===== config.mk =====
export PLATFORM = sky130hd
export DESIGN_NAME = boot_remap_decoder
export DESIGN_NICKNAME = d
export VERILOG_FILES = /design/src/rtl/brd_pkg.sv /design/src/rtl/brd_boot_state.sv /design/src/rtl/brd_addr_decode.sv /design/src/rtl/boot_remap_decoder.sv
export SDC_FILE = /design/constraint.sdc
export NUM_CORES = 1
export LEC_CHECK = 0
export BUFFER_PORTS_ARGS = -buffer_cell sky130_fd_sc_hd__buf_2
export CAP_MARGIN = 15
export CELL_PAD_IN_SITES_DETAIL_PLACEMENT = 0
export CELL_PAD_IN_SITES_GLOBAL_PLACEMENT = 1
export CORE_ASPECT_RATIO = 1.25
export CORE_MARGIN = 4
export CORE_UTILIZATION = 10
export DETAILED_ROUTE_END_ITERATION = 8
export HOLD_SLACK_MARGIN = 0.08
export PLACE_DENSITY_LB_ADDON = 0.1
export SKIP_CTS_REPAIR_TIMING = 1
export SLEW_MARGIN = 40
export SYNTH_ARGS = -nofsm -noshare
export SYNTH_HDL_FRONTEND = slang
export SYNTH_HIERARCHICAL = 1
export SYNTH_SLANG_ARGS = --single-unit
export TNS_END_PERCENT = 10

===== constraint.sdc =====
create_clock -name clk -period 0.8 [get_ports clk]
set_input_delay 0.08 -clock clk [delete_from_list [all_inputs] [get_ports clk]]
set_output_delay 0.08 -clock clk [all_outputs]
set_load 0.02 [all_outputs]

===== src/rtl/brd_pkg.sv =====
package brd_pkg;
   // slave index within each port's select vector
   localparam int SLV_ROM    = 0;
   localparam int SLV_EXT0   = 1;
   localparam int SLV_SRAM   = 2;
   localparam int SLV_PERIPH = 3;
   localparam int SLV_ERR    = 4;
   localparam int NSLV       = 5;

   typedef logic [NSLV-1:0] sel_t;

   function automatic sel_t slv_bit(input int idx);
      sel_t s;
      s = '0;
      s[idx] = 1'b1;
      return s;
   endfunction
endpackage


===== src/rtl/brd_boot_state.sv =====
module brd_boot_state (
   input  logic clk,
   input  logic rst_n,
   input  logic boot_ext_i,
   input  logic remap_set_i,
   input  logic remap_clr_i,
   output logic boot_ext_q,
   output logic remap_q
);
   // boot pin is captured on each edge while reset is held
   always_ff @(posedge clk) begin
      if (!rst_n) begin
         boot_ext_q <= boot_ext_i;
      end
   end

   always_ff @(posedge clk) begin
      if (!rst_n) begin
         remap_q <= 1'b0;
      end else if (remap_clr_i) begin
         remap_q <= 1'b0;
      end else if (remap_set_i) begin
         remap_q <= 1'b1;
      end
   end
endmodule


===== src/rtl/brd_addr_decode.sv =====
module brd_addr_decode
   import brd_pkg::*;
#(
   parameter int ADDR_W = 32,
   parameter int BOOT_LOG2 = 20,
   parameter logic [ADDR_W-1:0] ROMW_BASE = 'h0010_0000,
   parameter int ROMW_LOG2 = 20,
   parameter logic [ADDR_W-1:0] SRAMW_BASE = 'h0030_0000,
   parameter int SRAMW_LOG2 = 20,
   parameter logic [ADDR_W-1:0] EXTW_BASE = 'h1000_0000,
   parameter int EXTW_LOG2 = 28,
   parameter logic [ADDR_W-1:0] PERW_BASE = 'hF000_0000,
   parameter int PERW_LOG2 = 28
) (
   input  logic              valid_i,
   input  logic [ADDR_W-1:0] addr_i,
   input  logic              boot_ext_i,
   input  logic              remap_i,
   output sel_t              sel_o
);
   localparam logic [ADDR_W-1:0] BOOT_BASE = '0;

   function automatic logic hit(input logic [ADDR_W-1:0] a,
                                input logic [ADDR_W-1:0] base,
                                input int lg);
      return (a >> lg) == (base >> lg);
   endfunction

   logic in_boot, in_rom, in_sram, in_ext, in_per;

   always_comb begin
      in_boot = hit(addr_i, BOOT_BASE, BOOT_LOG2);
      in_rom  = hit(addr_i, ROMW_BASE, ROMW_LOG2);
      in_sram = hit(addr_i, SRAMW_BASE, SRAMW_LOG2);
      in_ext  = hit(addr_i, EXTW_BASE, EXTW_LOG2);
      in_per  = hit(addr_i, PERW_BASE, PERW_LOG2);
   end

   always_comb begin
      sel_o = '0;
      if (valid_i) begin
         if (in_boot) begin
            if (remap_i)         sel_o = slv_bit(SLV_SRAM);
            else if (boot_ext_i) sel_o = slv_bit(SLV_EXT0);
            else                 sel_o = slv_bit(SLV_ROM);
         end else if (in_rom)  sel_o = slv_bit(SLV_ROM);
         else if (in_sram)     sel_o = slv_bit(SLV_SRAM);
         else if (in_ext)      sel_o = slv_bit(SLV_EXT0);
         else if (in_per)      sel_o = slv_bit(SLV_PERIPH);
         else                  sel_o = slv_bit(SLV_ERR);
      end
   end
endmodule


===== src/rtl/boot_remap_decoder.sv =====
module boot_remap_decoder
   import brd_pkg::*;
#(
   parameter int NUM_PORTS = 3,
   parameter int ADDR_W    = 32,
   parameter int BOOT_LOG2 = 20,
   parameter bit OUT_REG   = 1'b0,
   parameter logic [ADDR_W-1:0] ROMW_BASE = 'h0010_0000,
   parameter int ROMW_LOG2 = 20,
   parameter logic [ADDR_W-1:0] SRAMW_BASE = 'h0030_0000,
   parameter int SRAMW_LOG2 = 20,
   parameter logic [ADDR_W-1:0] EXTW_BASE = 'h1000_0000,
   parameter int EXTW_LOG2 = 28,
   parameter logic [ADDR_W-1:0] PERW_BASE = 'hF000_0000,
   parameter int PERW_LOG2 = 28
) (
   input  logic                          clk,
   input  logic                          rst_n,
   input  logic                          boot_ext_i,
   input  logic                          remap_set_i,
   input  logic                          remap_clr_i,
   input  logic [NUM_PORTS-1:0]          req_valid_i,
   input  logic [NUM_PORTS*ADDR_W-1:0]   req_addr_i,
   output logic [NUM_PORTS*NSLV-1:0]     sel_o
);
   localparam int SEL_W = NUM_PORTS * NSLV;

   // elaboration-time parameter checks
   if (NUM_PORTS < 1) begin : g_bad_ports
      $error("NUM_PORTS must be at least 1");
   end
   if (BOOT_LOG2 < 1 || BOOT_LOG2 >= ADDR_W) begin : g_bad_boot
      $error("BOOT_LOG2 out of range");
   end
   if ((ROMW_BASE & ((ADDR_W'(1) << ROMW_LOG2) - 1)) != 0) begin : g_bad_rom
      $error("ROM window base not aligned");
   end
   if ((SRAMW_BASE & ((ADDR_W'(1) << SRAMW_LOG2) - 1)) != 0) begin : g_bad_sram
      $error("SRAM window base not aligned");
   end
   if ((EXTW_BASE & ((ADDR_W'(1) << EXTW_LOG2) - 1)) != 0) begin : g_bad_ext
      $error("external window base not aligned");
   end
   if ((PERW_BASE & ((ADDR_W'(1) << PERW_LOG2) - 1)) != 0) begin : g_bad_per
      $error("peripheral window base not aligned");
   end

   logic boot_q;
   logic remap_q;

   brd_boot_state u_state (
      .clk        (clk),
      .rst_n      (rst_n),
      .boot_ext_i (boot_ext_i),
      .remap_set_i(remap_set_i),
      .remap_clr_i(remap_clr_i),
      .boot_ext_q (boot_q),
      .remap_q    (remap_q)
   );

   logic [SEL_W-1:0] sel_d;

   for (genvar p = 0; p < NUM_PORTS; p++) begin : g_port
      brd_addr_decode #(
         .ADDR_W    (ADDR_W),
         .BOOT_LOG2 (BOOT_LOG2),
         .ROMW_BASE (ROMW_BASE),
         .ROMW_LOG2 (ROMW_LOG2),
         .SRAMW_BASE(SRAMW_BASE),
         .SRAMW_LOG2(SRAMW_LOG2),
         .EXTW_BASE (EXTW_BASE),
         .EXTW_LOG2 (EXTW_LOG2),
         .PERW_BASE (PERW_BASE),
         .PERW_LOG2 (PERW_LOG2)
      ) u_dec (
         .valid_i   (req_valid_i[p]),
         .addr_i    (req_addr_i[p*ADDR_W +: ADDR_W]),
         .boot_ext_i(boot_q),
         .remap_i   (remap_q),
         .sel_o     (sel_d[p*NSLV +: NSLV])
      );
   end

   if (OUT_REG) begin : g_reg_out
      logic [SEL_W-1:0] sel_q;
      always_ff @(posedge clk) begin
         if (!rst_n) sel_q <= '0;
         else        sel_q <= sel_d;
      end
      assign sel_o = sel_q;
   end else begin : g_comb_out
      assign sel_o = sel_d;
   end
endmodule



==> results.py <==
metrics = {
    "clock_tree": {
        "clockBufferDepth": 2,
        "clkLatencyLatePin_ps": 210,
        "cts_inserted_buffers": 3,
        "clkSinkCount": 2,
        "cts_root_buf": "clkbuf_8",
        "cts_tree": "done",
        "clk_pin_slew_ps": 30,
        "htreeDepth": 1,
    },
    "synth": {
        "synth_xor_area_share_pct": 0,
        "avgSynthCellArea_sq_um": 6.872,
        "ys_ff_latch": 2,
        "synth-compound-area-share_pct": 23.64,
        "syn_nets": 171,
        "ys_seq_area_share_pct": 10.87,
        "synthAdderAreaFrac_pct": 0,
        "syn_area_sq_um": 460.4,
        "synthMuxAreaShare_pct": 0,
        "synth_top_family_by_area": "simple AND/OR/NAND/NOR gates",
        "syn_inst": 67,
        "ys_types": 18,
        "yosysWarnings": 6,
        "yosys.area_share.simple_pct": 62.23,
    },
    "sta": {
        "fin_ws_ps": -584.7,
        "maxSlewViolCount": 0,
        "maxSlewHeadroom_pct": 80.53,
        "hold_viol_final": 0,
        "setup_violations": 12,
        "fin_crit_ps": 1385,
        "finalSetupTns_ps": -5746,
        "worst_pin_slew_ps": 289.8,
        "fin_worst_skew_ps": 0,
        "min_period_over_period_pct": 173.1,
        "fmax_mhz": 722.2,
        "rsz0062_at_grt": "yes",
    },
    "worst_setup_path": {
        "cp.arrival_ps": 1300,
        "end_kind": "output port",
        "cp_top_family": "flip-flops",
        "critPathKind": "reg -> out",
        "path_cells": "buf_4, nor4b_2, a31oi_1, nor2_2, buf_2",
        "crit_fanout": 4,
        "cp_num_buf_inv": 2,
        "cp_slowest_cell": "edfxtp_1",
        "startpoint_type": "flip-flop",
        "cp_slowest_stage_delay_ps": 390,
        "cp_data_required_time_ps": 720,
    },
    "global_routing": {
        "grt_usage_pct": 6.581,
        "antenna_found_initial": 0,
        "grt_max_degree": 11,
        "grt_pass1_vias": 803,
        "grt_pass1_wl_um": 3077,
        "overflow": 0,
    },
    "floorplanning": {
        "rows": 27,
        "die_h_um": 83.87,
        "die_area_sq_mm": 0.005761,
        "io_pins": 119,
        "fp.dieW_um": 68.69,
        "core_area_sq_mm": 0.004425,
        "start_util_pct": 10.40,
    },
    "finish": {
        "layout_common_cells": "54 x buf_2, 20 x buf_4, 9 x nor4_4",
        "final_common_cell": "buf_2",
        "layoutNonFillerInstCount": 205,
        "diodes": 0,
        "final_layout_size_suffix_gt1_share_pct": 69.39,
        "synthToLayoutAreaGrowth_pct": 151.6,
        "nets": 252,
    },
    "power_and_ir_drop": {
        "switchingPower_uw": 291.2,
        "vdd_drop_max_v": 0.0004547,
        "sw_frac_of_total_pct": 30.92,
        "clkPwrFrac_pct": 44.8,
        "intPower_uw": 650.6,
        "power_density_mw_per_mm2": 812.9,
        "p_seq_share_pct": 13.3,
        "combPwrFrac_pct": 41.9,
        "p_leak_uw": 0.0005524,
    },
    "detailed_routing": {
        "drc": 0,
        "drt.antenna.violating_nets": 0,
        "wire_per_inst_um": 10.00,
        "vias": 795,
        "routed_wl_um": 2051,
        "drt-initial-drc-count": 2,
        "dr.pass1.iters": 2,
        "routed_via_density": 3.878,
    },
    "placed_design": {
        "port-buffer-count": 58,
        "dp.cells": 199,
        "routabilityCongestion": 0.6887,
        "dpl.hpwl_um": 1843,
        "pre_cts_ws_ps": -447.1,
    },
    "job": {
        "maxCapViolations": 0,
    },
    "status": {
        "status": "finished, violations left",
        "violations": "negative setup slack",
    },
    "min_path": {
        "min_path_type": "in -> reg",
    },
}
## cells by family after synthesis
family | after synthesis
and+or+nand+nor | 43
AOI/OAI and AO/OA | 18
buffers and inverters | 4
DFF | 2
## metrics by stage
step / instance area [sq um] / utilization, % / power (uW) / hold slack (ps)
floorplan: 558.0 / - / 254.4 / 149.7
global placement: 1041 / 23.52 / 495.2 / 256.2
detailed placement: 1041 / 23.52 / 495.6 / 249.0
CTS: 1086 / 24.54 / 934.6 / 28.87
global route: 1159 / 26.18 / 1009 / 160.9
finish: 1159 / 26.18 / 941.8 / 118.7
## cell type report
type | instances | area (sq um)
timing repair buffer | 76 | 440.4
sequential | 2 | 51.30
fill | 509 | 3267
inverter | 4 | 15.01
multi-input combinational | 61 | 534.3
clock buffer | 4 | 45.04
tap | 58 | 72.57
## path summary, 6_finish.rpt
path	end	start	depth (start not counted)	slack, ps
setup / recovery	sel_o[1]	u_state/boot_ext_q	5	-580
hold / removal	u_state/remap_q	remap_set_i	3	120
hold reg to reg	u_state/remap_q	u_state/remap_q	2	590
setup reg to reg	u_state/remap_q	u_state/remap_q	2	130
## Yosys cell counts
master | instances | area (sq um)
a21oi_1 | 3 | 15.01
a31oi_1 | 3 | 18.77
and3_1 | 5 | 31.28
dfxtp_1 | 1 | 20.02
edfxtp_1 | 1 | 30.03
inv_1 | 4 | 15.01
nand2_1 | 4 | 15.01
nand2_2 | 3 | 18.77
nand3_1 | 1 | 5.000
nor2_1 | 11 | 41.29
nor3_1 | 3 | 15.01
nor3_2 | 1 | 10.01
nor3b_1 | 3 | 22.52
nor4_1 | 6 | 37.54
nor4_4 | 3 | 63.81
nor4b_1 | 3 | 26.28
o211a_1 | 3 | 30.03
o21ai_0 | 9 | 45.04
## sequential cells by signal (all words and copies together), names as in the netlist
| register | flops |
|---|---|
| u_state/boot_ext_q | 1 |
| u_state/remap_q | 1 |
## tightest hold or removal path: stages
cell	delay [ps]
buf_2	80
nor2_1	40
nor3_2	80
## power groups by stage
stage          sequential [uW]  clock, uW  combinational (uW)
6_report                   126        422                 395
3_5_place_dp               126          0                 370
2_1_floorplan              125          0                 130
3_3_place_gp               125          0                 370
4_1_cts                    125        439                 372
5_1_grt                    127        445                 436
## per-layer routing
layer | up-vias | wire length (um) | global-route usage [%]
met5 | - | 0 | 0
met4 | 0 | 0 | 2.128
met3 | 0 | 232 | 2.156
met2 | 30 | 1036 | 11.38
met1 | 344 | 781 | 7.303
li1 | 421 | - | -
Note: power is estimated with default switching activity, not from simulation.
